## config.mk

```make
export PLATFORM = sky130hd
export DESIGN_NAME = rdv_matcher
export DESIGN_NICKNAME = d
export VERILOG_FILES = /design/src/rtl/rdv_pkg.sv /design/src/rtl/rdv_fifo.sv /design/src/rtl/rdv_entry.sv /design/src/rtl/rdv_matcher.sv
export SDC_FILE = /design/constraint.sdc
export NUM_CORES = 1
export LEC_CHECK = 0
export BUFFER_PORTS_ARGS = -buffer_cell sky130_fd_sc_hd__buf_4
export CORE_UTILIZATION = 56
export DETAILED_ROUTE_END_ITERATION = 10
export HOLD_SLACK_MARGIN = 0.12
export PLACE_DENSITY = 0.76
export SETUP_SLACK_MARGIN = 0.5
export SYNTH_ARGS = -nofsm -noshare
export SYNTH_HDL_FRONTEND = slang
export SYNTH_SLANG_ARGS = --single-unit
```

## constraint.sdc

```tcl
create_clock -name clk -period 2.26 [get_ports clk]
set_input_delay 0.339 -clock clk [delete_from_list [all_inputs] [get_ports clk]]
set_output_delay 0.339 -clock clk [all_outputs]
set_load 0.05 [all_outputs]
```

## src/rtl/rdv_pkg.sv

```systemverilog
package rdv_pkg;
    typedef enum logic [1:0] {
        K_CALL = 2'd0,
        K_ACC  = 2'd1,
        K_TRY  = 2'd2,
        K_DONE = 2'd3
    } msg_kind_e;
endpackage

```

## src/rtl/rdv_fifo.sv

```systemverilog
module rdv_fifo #(
    parameter int DEPTH = 4,
    parameter int W     = 8
) (
    input  logic         clk,
    input  logic         rst_n,
    input  logic         push,
    input  logic         pop,
    input  logic [W-1:0] din,
    output logic [W-1:0] head,
    output logic         empty,
    output logic         full
);
    localparam int PW = (DEPTH > 1) ? $clog2(DEPTH) : 1;
    localparam int CW = $clog2(DEPTH + 1);

    typedef struct packed {
        logic [DEPTH-1:0][W-1:0] mem;
        logic [PW-1:0]           rd;
        logic [CW-1:0]           cnt;
    } fq_t;

    fq_t q_q, q_d;
    logic [PW:0] wr_sum;
    logic        push_ok, pop_ok;

    assign empty = (q_q.cnt == '0);
    assign full  = (q_q.cnt == CW'(DEPTH));
    assign head  = q_q.mem[q_q.rd];

    always_comb begin
        q_d     = q_q;
        push_ok = push && !full;
        pop_ok  = pop && !empty;
        wr_sum  = {1'b0, q_q.rd} + (PW+1)'(q_q.cnt);
        if (wr_sum >= (PW+1)'(DEPTH))
            wr_sum = wr_sum - (PW+1)'(DEPTH);
        if (push_ok)
            q_d.mem[wr_sum[PW-1:0]] = din;
        if (pop_ok)
            q_d.rd = (q_q.rd == PW'(DEPTH-1)) ? '0 : q_q.rd + 1'b1;
        if (push_ok && !pop_ok)
            q_d.cnt = q_q.cnt + 1'b1;
        else if (pop_ok && !push_ok)
            q_d.cnt = q_q.cnt - 1'b1;
    end

    always_ff @(posedge clk or negedge rst_n) begin
        if (!rst_n) q_q <= '0;
        else        q_q <= q_d;
    end
endmodule

```

## src/rtl/rdv_entry.sv

```systemverilog
module rdv_entry
    import rdv_pkg::*;
#(
    parameter int QUEUE_DEPTH = 4,
    parameter int HANDLE_W    = 8
) (
    input  logic                clk,
    input  logic                rst_n,
    input  logic                sel,
    input  msg_kind_e           kind,
    input  logic [HANDLE_W-1:0] handle,
    output logic                ev_start,
    output logic [HANDLE_W-1:0] st_caller,
    output logic [HANDLE_W-1:0] st_server,
    output logic                ev_rel,
    output logic [HANDLE_W-1:0] rl_caller,
    output logic [HANDLE_W-1:0] rl_server,
    output logic                ev_nocall,
    output logic                ev_busy,
    output logic                ev_err
);
    typedef struct packed {
        logic                holds_acc;
        logic                active;
        logic                pend_v;
        logic [HANDLE_W-1:0] act_c;
        logic [HANDLE_W-1:0] act_s;
        logic [HANDLE_W-1:0] pend_c;
        logic [HANDLE_W-1:0] pend_s;
    } ent_t;

    ent_t st_q, st_d;
    logic                push, pop, empty, full;
    logic [HANDLE_W-1:0] q_head;
    logic                match;
    logic [HANDLE_W-1:0] m_c, m_s;
    logic                has_call, has_acc;

    rdv_fifo #(.DEPTH(QUEUE_DEPTH), .W(HANDLE_W)) u_q (
        .clk   (clk),
        .rst_n (rst_n),
        .push  (push),
        .pop   (pop),
        .din   (handle),
        .head  (q_head),
        .empty (empty),
        .full  (full)
    );

    assign has_call = !empty && !st_q.holds_acc;
    assign has_acc  = !empty &&  st_q.holds_acc;

    always_comb begin
        st_d      = st_q;
        push      = 1'b0;
        pop       = 1'b0;
        match     = 1'b0;
        m_c       = '0;
        m_s       = '0;
        ev_start  = 1'b0;
        st_caller = '0;
        st_server = '0;
        ev_rel    = 1'b0;
        rl_caller = '0;
        rl_server = '0;
        ev_nocall = 1'b0;
        ev_busy   = 1'b0;
        ev_err    = 1'b0;

        if (sel) begin
            unique case (kind)
                K_CALL: begin
                    if (has_acc) begin
                        match = 1'b1; m_c = handle; m_s = q_head;
                    end else if (full) begin
                        ev_busy = 1'b1;
                    end else begin
                        push = 1'b1; st_d.holds_acc = 1'b0;
                    end
                end
                K_ACC: begin
                    if (has_call) begin
                        match = 1'b1; m_c = q_head; m_s = handle;
                    end else if (full) begin
                        ev_busy = 1'b1;
                    end else begin
                        push = 1'b1; st_d.holds_acc = 1'b1;
                    end
                end
                K_TRY: begin
                    if (has_call) begin
                        match = 1'b1; m_c = q_head; m_s = handle;
                    end else begin
                        ev_nocall = 1'b1;
                    end
                end
                K_DONE: begin
                    if (st_q.active) begin
                        ev_rel    = 1'b1;
                        rl_caller = st_q.act_c;
                        rl_server = st_q.act_s;
                        if (st_q.pend_v) begin
                            ev_start    = 1'b1;
                            st_caller   = st_q.pend_c;
                            st_server   = st_q.pend_s;
                            st_d.act_c  = st_q.pend_c;
                            st_d.act_s  = st_q.pend_s;
                            st_d.pend_v = 1'b0;
                        end else begin
                            st_d.active = 1'b0;
                        end
                    end else begin
                        ev_err = 1'b1;
                    end
                end
                default: ;
            endcase
        end

        if (match) begin
            if (!st_q.active) begin
                pop         = 1'b1;
                ev_start    = 1'b1;
                st_caller   = m_c;
                st_server   = m_s;
                st_d.active = 1'b1;
                st_d.act_c  = m_c;
                st_d.act_s  = m_s;
            end else if (!st_q.pend_v) begin
                pop         = 1'b1;
                st_d.pend_v = 1'b1;
                st_d.pend_c = m_c;
                st_d.pend_s = m_s;
            end else begin
                ev_busy = 1'b1;
            end
        end
    end

    always_ff @(posedge clk or negedge rst_n) begin
        if (!rst_n) st_q <= '0;
        else        st_q <= st_d;
    end
endmodule

```

## src/rtl/rdv_matcher.sv

```systemverilog
module rdv_matcher
    import rdv_pkg::*;
#(
    parameter int NUM_ENTRIES = 4,
    parameter int QUEUE_DEPTH = 4,
    parameter int HANDLE_W    = 8
) (
    input  logic                           clk,
    input  logic                           rst_n,
    input  logic                           msg_valid,
    input  logic [1:0]                     msg_kind,
    input  logic [$clog2(NUM_ENTRIES)-1:0] msg_entry,
    input  logic [HANDLE_W-1:0]            msg_handle,
    output logic                           start_valid,
    output logic [$clog2(NUM_ENTRIES)-1:0] start_entry,
    output logic [HANDLE_W-1:0]            start_caller,
    output logic [HANDLE_W-1:0]            start_server,
    output logic                           rel_valid,
    output logic [$clog2(NUM_ENTRIES)-1:0] rel_entry,
    output logic [HANDLE_W-1:0]            rel_caller,
    output logic [HANDLE_W-1:0]            rel_server,
    output logic                           nocall_valid,
    output logic                           busy_valid,
    output logic [HANDLE_W-1:0]            resp_handle,
    output logic                           done_err
);
    localparam int EW = $clog2(NUM_ENTRIES);

    typedef struct packed {
        logic                start_v;
        logic [EW-1:0]       start_e;
        logic [HANDLE_W-1:0] start_c;
        logic [HANDLE_W-1:0] start_s;
        logic                rel_v;
        logic [EW-1:0]       rel_e;
        logic [HANDLE_W-1:0] rel_c;
        logic [HANDLE_W-1:0] rel_s;
        logic                nocall_v;
        logic                busy_v;
        logic [HANDLE_W-1:0] resp_h;
        logic                err;
    } out_t;

    out_t out_q, out_d;
    msg_kind_e kind;

    logic [NUM_ENTRIES-1:0] e_start, e_rel, e_nocall, e_busy, e_err;
    logic [HANDLE_W-1:0]    e_sc [NUM_ENTRIES];
    logic [HANDLE_W-1:0]    e_ss [NUM_ENTRIES];
    logic [HANDLE_W-1:0]    e_rc [NUM_ENTRIES];
    logic [HANDLE_W-1:0]    e_rs [NUM_ENTRIES];

    assign kind = msg_kind_e'(msg_kind);

    for (genvar i = 0; i < NUM_ENTRIES; i++) begin : g_ent
        rdv_entry #(.QUEUE_DEPTH(QUEUE_DEPTH), .HANDLE_W(HANDLE_W)) u_ent (
            .clk       (clk),
            .rst_n     (rst_n),
            .sel       (msg_valid && (msg_entry == EW'(i))),
            .kind      (kind),
            .handle    (msg_handle),
            .ev_start  (e_start[i]),
            .st_caller (e_sc[i]),
            .st_server (e_ss[i]),
            .ev_rel    (e_rel[i]),
            .rl_caller (e_rc[i]),
            .rl_server (e_rs[i]),
            .ev_nocall (e_nocall[i]),
            .ev_busy   (e_busy[i]),
            .ev_err    (e_err[i])
        );
    end

    always_comb begin
        out_d          = '0;
        out_d.nocall_v = |e_nocall;
        out_d.busy_v   = |e_busy;
        out_d.err      = |e_err;
        if (out_d.nocall_v || out_d.busy_v)
            out_d.resp_h = msg_handle;
        for (int i = 0; i < NUM_ENTRIES; i++) begin
            if (e_start[i]) begin
                out_d.start_v = 1'b1;
                out_d.start_e = EW'(i);
                out_d.start_c = e_sc[i];
                out_d.start_s = e_ss[i];
            end
            if (e_rel[i]) begin
                out_d.rel_v = 1'b1;
                out_d.rel_e = EW'(i);
                out_d.rel_c = e_rc[i];
                out_d.rel_s = e_rs[i];
            end
        end
    end

    always_ff @(posedge clk or negedge rst_n) begin
        if (!rst_n) out_q <= '0;
        else        out_q <= out_d;
    end

    assign start_valid  = out_q.start_v;
    assign start_entry  = out_q.start_e;
    assign start_caller = out_q.start_c;
    assign start_server = out_q.start_s;
    assign rel_valid    = out_q.rel_v;
    assign rel_entry    = out_q.rel_e;
    assign rel_caller   = out_q.rel_c;
    assign rel_server   = out_q.rel_s;
    assign nocall_valid = out_q.nocall_v;
    assign busy_valid   = out_q.busy_v;
    assign resp_handle  = out_q.resp_h;
    assign done_err     = out_q.err;
endmodule

```

==> out/metrics.csv <==
stage,metric,value,unit
clock_tree,clk_pin_slew,0.06,ns
sta,worstMarginPinSlew,0.684,ns
drt,totalWireLength,58600,microns
sta,finClkSkew,0.0202,ns
final_layout,seq_area,0.00846,sq mm
drt,vias,13900,
drt,vias_per_cell,6.78,
placement,dpl_cell_area,0.0196,sq mm
final_layout,final_layout_size_suffix_gt1_frac,0.527,
setup_path,crit_arrival,2.76,ns
setup_path,critPathLaunchType,flop,
logic_synthesis,ys_seq_area_frac,0.518,
pwr,switchingPower,10.2,mW
global_route,grt_usage,0.353,
drt,wl_per_cell,28.7,microns
outcome,violations,setup timing,
setup_path,cp-end-kind,flop,
final_layout,fillCellCount,1351,
floorplanning,design.core.area,0.0286,sq mm
final_layout,diodes,0,
clock_tree,clk_path_buf_depth,3,
hold_path,whs_endpoint,g_ent[1].u_ent.st_q[7]$_DFFE_PN0P_,
setup_path,r2r_end,g_ent[2].u_ent.u_q.q_q[2]$_DFFE_PN0P_,
floorplanning,num_rows,62,
logic_synthesis,synth_top_family_by_area,multiplexers,
clock_tree,cts_tree,done,
pwr,power_switching_share,0.361,
pwr,p_clk_frac,0.221,
clock_tree,cts_buffers,37,
placement,dpl.hpwl,32300,microns
pwr,leakage,10.6,nW
hold_path,whs_path_depth,3,
logic_synthesis,syn_area_per_cell,12.1,sq um
global_route,grt_antenna_before_repair,0,
logic_synthesis,synthSimpleGateAreaFrac,0.107,
floorplanning,die_w,172,microns
pwr,p_seq_frac,0.352,
clock_tree,clk_latency,0.55,ns
floorplanning,io_pins,64,
floorplanning,initial_core_util,0.568,
logic_synthesis,ys_ff_latch,337,
global_route,gr-total-overflow,0,
pwr,peakVddDrop,0.800,mV
setup_path,rrSetupSlack,-0.07,ns
clock_tree,cts_root_buf,clkbuf_16,
sta,setup_ws,-0.0720,ns
logic_synthesis,post-synth-top-area-cell,dfrtp_1,
setup_path,cp.required,2.68,ns
logic_synthesis,synth_cell_types,66,
clock_tree,cts_max_level,2,
final_layout,area_growth,42.2,%
floorplanning,die_h,172,microns
sta,min_period,2.33,ns
sta,finalHoldViolations,0,
logic_synthesis,synth_compound_area_frac,0.117,
final_layout,multiInputGateArea,0.00933,sq mm
logic_synthesis,synth_top_cell_area_share,0.518,
final_layout,fin_area,0.0231,sq mm
setup_path,path_class,flop to flop,
placement,pre_cts_slack,-0.315,ns
outcome,outcome,"finished, violations left",
global_route,grt_pass1_vias,13300,
sta,period_share,1.03,
global_route,grt_max_degree,75,
pwr,p_per_area,1220,mW/mm^2
hold_path,holdCritStartpoint,msg_handle[7],
setup_path,worstPathMaxFanout,4,
pwr,p_comb_frac,0.427,
logic_synthesis,synthTopCellsByArea,"dfrtp_1, mux2_2, mux4_2, a22oi_1, mux2i_1",
hold_path,hp-class,input pin to flop,
drt,first_pass_iters,8,
global_route,grt_pass1_wl,78400,microns
final_layout,final_util,0.808,
placement,place_inst,1877,
drt,drt-initial-drc-count,1788,
logic_synthesis,synthAdderAreaFrac,0.0180,
final_layout,instances_no_fill,2044,
logic_synthesis,synth-main-ff-cell,dfrtp_1,
setup_path,cp-startpoint,g_ent[2].u_ent.u_q.q_q[0]$_DFFE_PN0P_,
logic_synthesis,synth_area,0.0163,sq mm
sta,setup_violations,19,
drt,drc,0,
logic_synthesis,ys_warn_count,0,
logic_synthesis,synth_nets,1385,
logic_synthesis,synth_edf_count,0,
setup_path,r2r_cells,9,
sta,timing.fmax,429,MHz
placement,io_buffers,63,
floorplanning,dieArea,0.0297,sq mm
placement,place.gp.congestion,0.923,
pwr,intPower,18.1,mW
sta,slew_headroom,0.544,
logic_synthesis,synthCells,1349,
flow_run,maxCapViolCount,0,
clock_tree,clock_sinks,337,
setup_path,rr_startpoint,g_ent[2].u_ent.u_q.q_q[0]$_DFFE_PN0P_,
pwr,finalPower,28.3,mW
logic_synthesis,async_flop_share,1.00,
logic_synthesis,synth.area.mux_share,0.195,
final_layout,nNetsFinal,1671,
sta,slew_violations,0,
sta,rsz0062_at_grt,yes,
logic_synthesis,synth-xor-area-share,0.0129,
drt,antenna_left,0,
## how the worst max path moves through the flow
stage,endpoint,slack [ns],cells after the start
4_1_cts,g_ent[1].u_ent.u_q.q_q[2]$_DFFE_PN0P_,0.05,10
5_1_grt,resp_handle[3]$_DFF_PN0_,-0.13,11
3_5_place_dp,g_ent[3].u_ent.u_q.q_q[2]$_DFFE_PN0P_,-0.31,12
3_3_place_gp,g_ent[3].u_ent.u_q.q_q[2]$_DFFE_PN0P_,-0.24,12
2_1_floorplan,g_ent[0].u_ent.u_q.q_q[1]$_DFFE_PN0P_,-0.1,9
6_report,g_ent[2].u_ent.u_q.q_q[2]$_DFFE_PN0P_,-0.07,9
## critical path: stages (launching register included)
cell       delay, ns
dfrtp_1         0.42
buf_6           0.16
nor3b_4         0.06
a2111oi_4       0.45
ha_4            0.23
inv_2           0.05
fa_2            0.37
xor2_1          0.22
nor2_1          0.08
xor2_1          0.17
## cell type report
cell class / instances / share of cell area
clock buffer: 51 / 0.0449
clock inverter: 13 / 0.00855
inverter: 13 / 0.00260
multi-input combinational: 889 / 0.404
sequential: 337 / 0.366
tap: 384 / 0.0208
timing repair buffer: 357 / 0.154
## registers in the layout (all words and copies together), names as in the netlist, 2 cells and up
signal and cells:
rel_entry 2, start_entry 2, resp_handle 8, g_ent.u_ent.u_q.q_q 148, start_caller 8, rel_caller 8
start_server 8, g_ent.u_ent.st_q 140, rel_server 8
## layer usage
layer / part of all wire / track usage
met1: 0.35 / 0.447
met2: 0.48 / 0.594
met3: 0.10 / 0.0655
met4: 0.072 / 0.147
met5: 0 / 0
## stage by stage
| stage | hold WS [ns] | TNS, ns |
|---|---|---|
| 2_1_floorplan | 0.0434 | -0.445 |
| 3_3_place_gp | 0.372 | -15.40 |
| 3_5_place_dp | 0.370 | -22.62 |
| 4_1_cts | 0.190 | 0 |
| 5_1_grt | 0.251 | -2.02 |
| 6_report | 0.248 | -0.423 |
## kinds of logic after synthesis
group | after synthesis
compound gates | 258
xor+xnor | 24
fa+ha+maj | 21
buf+inv | 123
flops | 337
mux | 255
simple gates | 331
## power groups by stage
stage	Combinational (mW)	Clock [mW]	Sequential (mW)
after floorplan	5.84	0	9.30
after global placement	8.04	0	9.53
after detailed placement	8.34	0	9.64
after CTS	9.66	6.23	9.69
after global routing	12.5	6.52	10.1
final	12.1	6.27	9.96
## repair_timing
action	4_1_cts	5_1_grt
hold buffers	1	0
gates cloned	3	3
hold endpoints to repair	64	0
setup endpoints to repair	286	295
setup buffers	37	59
gates resized for setup	150	214
pin swaps	68	124
## cell usage after synthesis (4+ instances only)
cell type and number:
dfrtp_1 337, mux2_2 171, nand2_1 137, clkbuf_1 74, a22oi_1 72, o21ai_0 67, nor2_1 61, mux2i_1 52
a22o_1 42, buf_2 33, mux4_2 32, and3_1 26, ha_1 17, nand4_1 14, a21oi_1 13, inv_1 13
nor2b_1 12, xnor2_1 12, xor2_1 12, a21o_1 10, a221oi_1 10, nand3_1 10, and2_1 9, nor3b_1 8
a32o_1 7, nor3b_4 6, a221o_1 5, and3b_1 5, nor3_1 5, o22ai_1 5, a211oi_1 4, a222oi_1 4
fa_1 4, nand2b_1 4, nand3b_1 4, nor4_1 4, or3_1 4
## layout by cell type (no fill, tap or decap), drive strengths merged, types with 32 or more instances in the layout
cell type / synthesis / routed
a22o: 42 / 42
a22oi: 72 / 72
buf: 36 / 353
clkbuf: 74 / 54
dfrtp: 337 / 337
mux2: 171 / 171
mux2i: 52 / 52
mux4: 32 / 32
nand2: 137 / 137
nor2: 61 / 61
o21ai: 67 / 67
No activity file was read; power rests on OpenSTA's default activity.
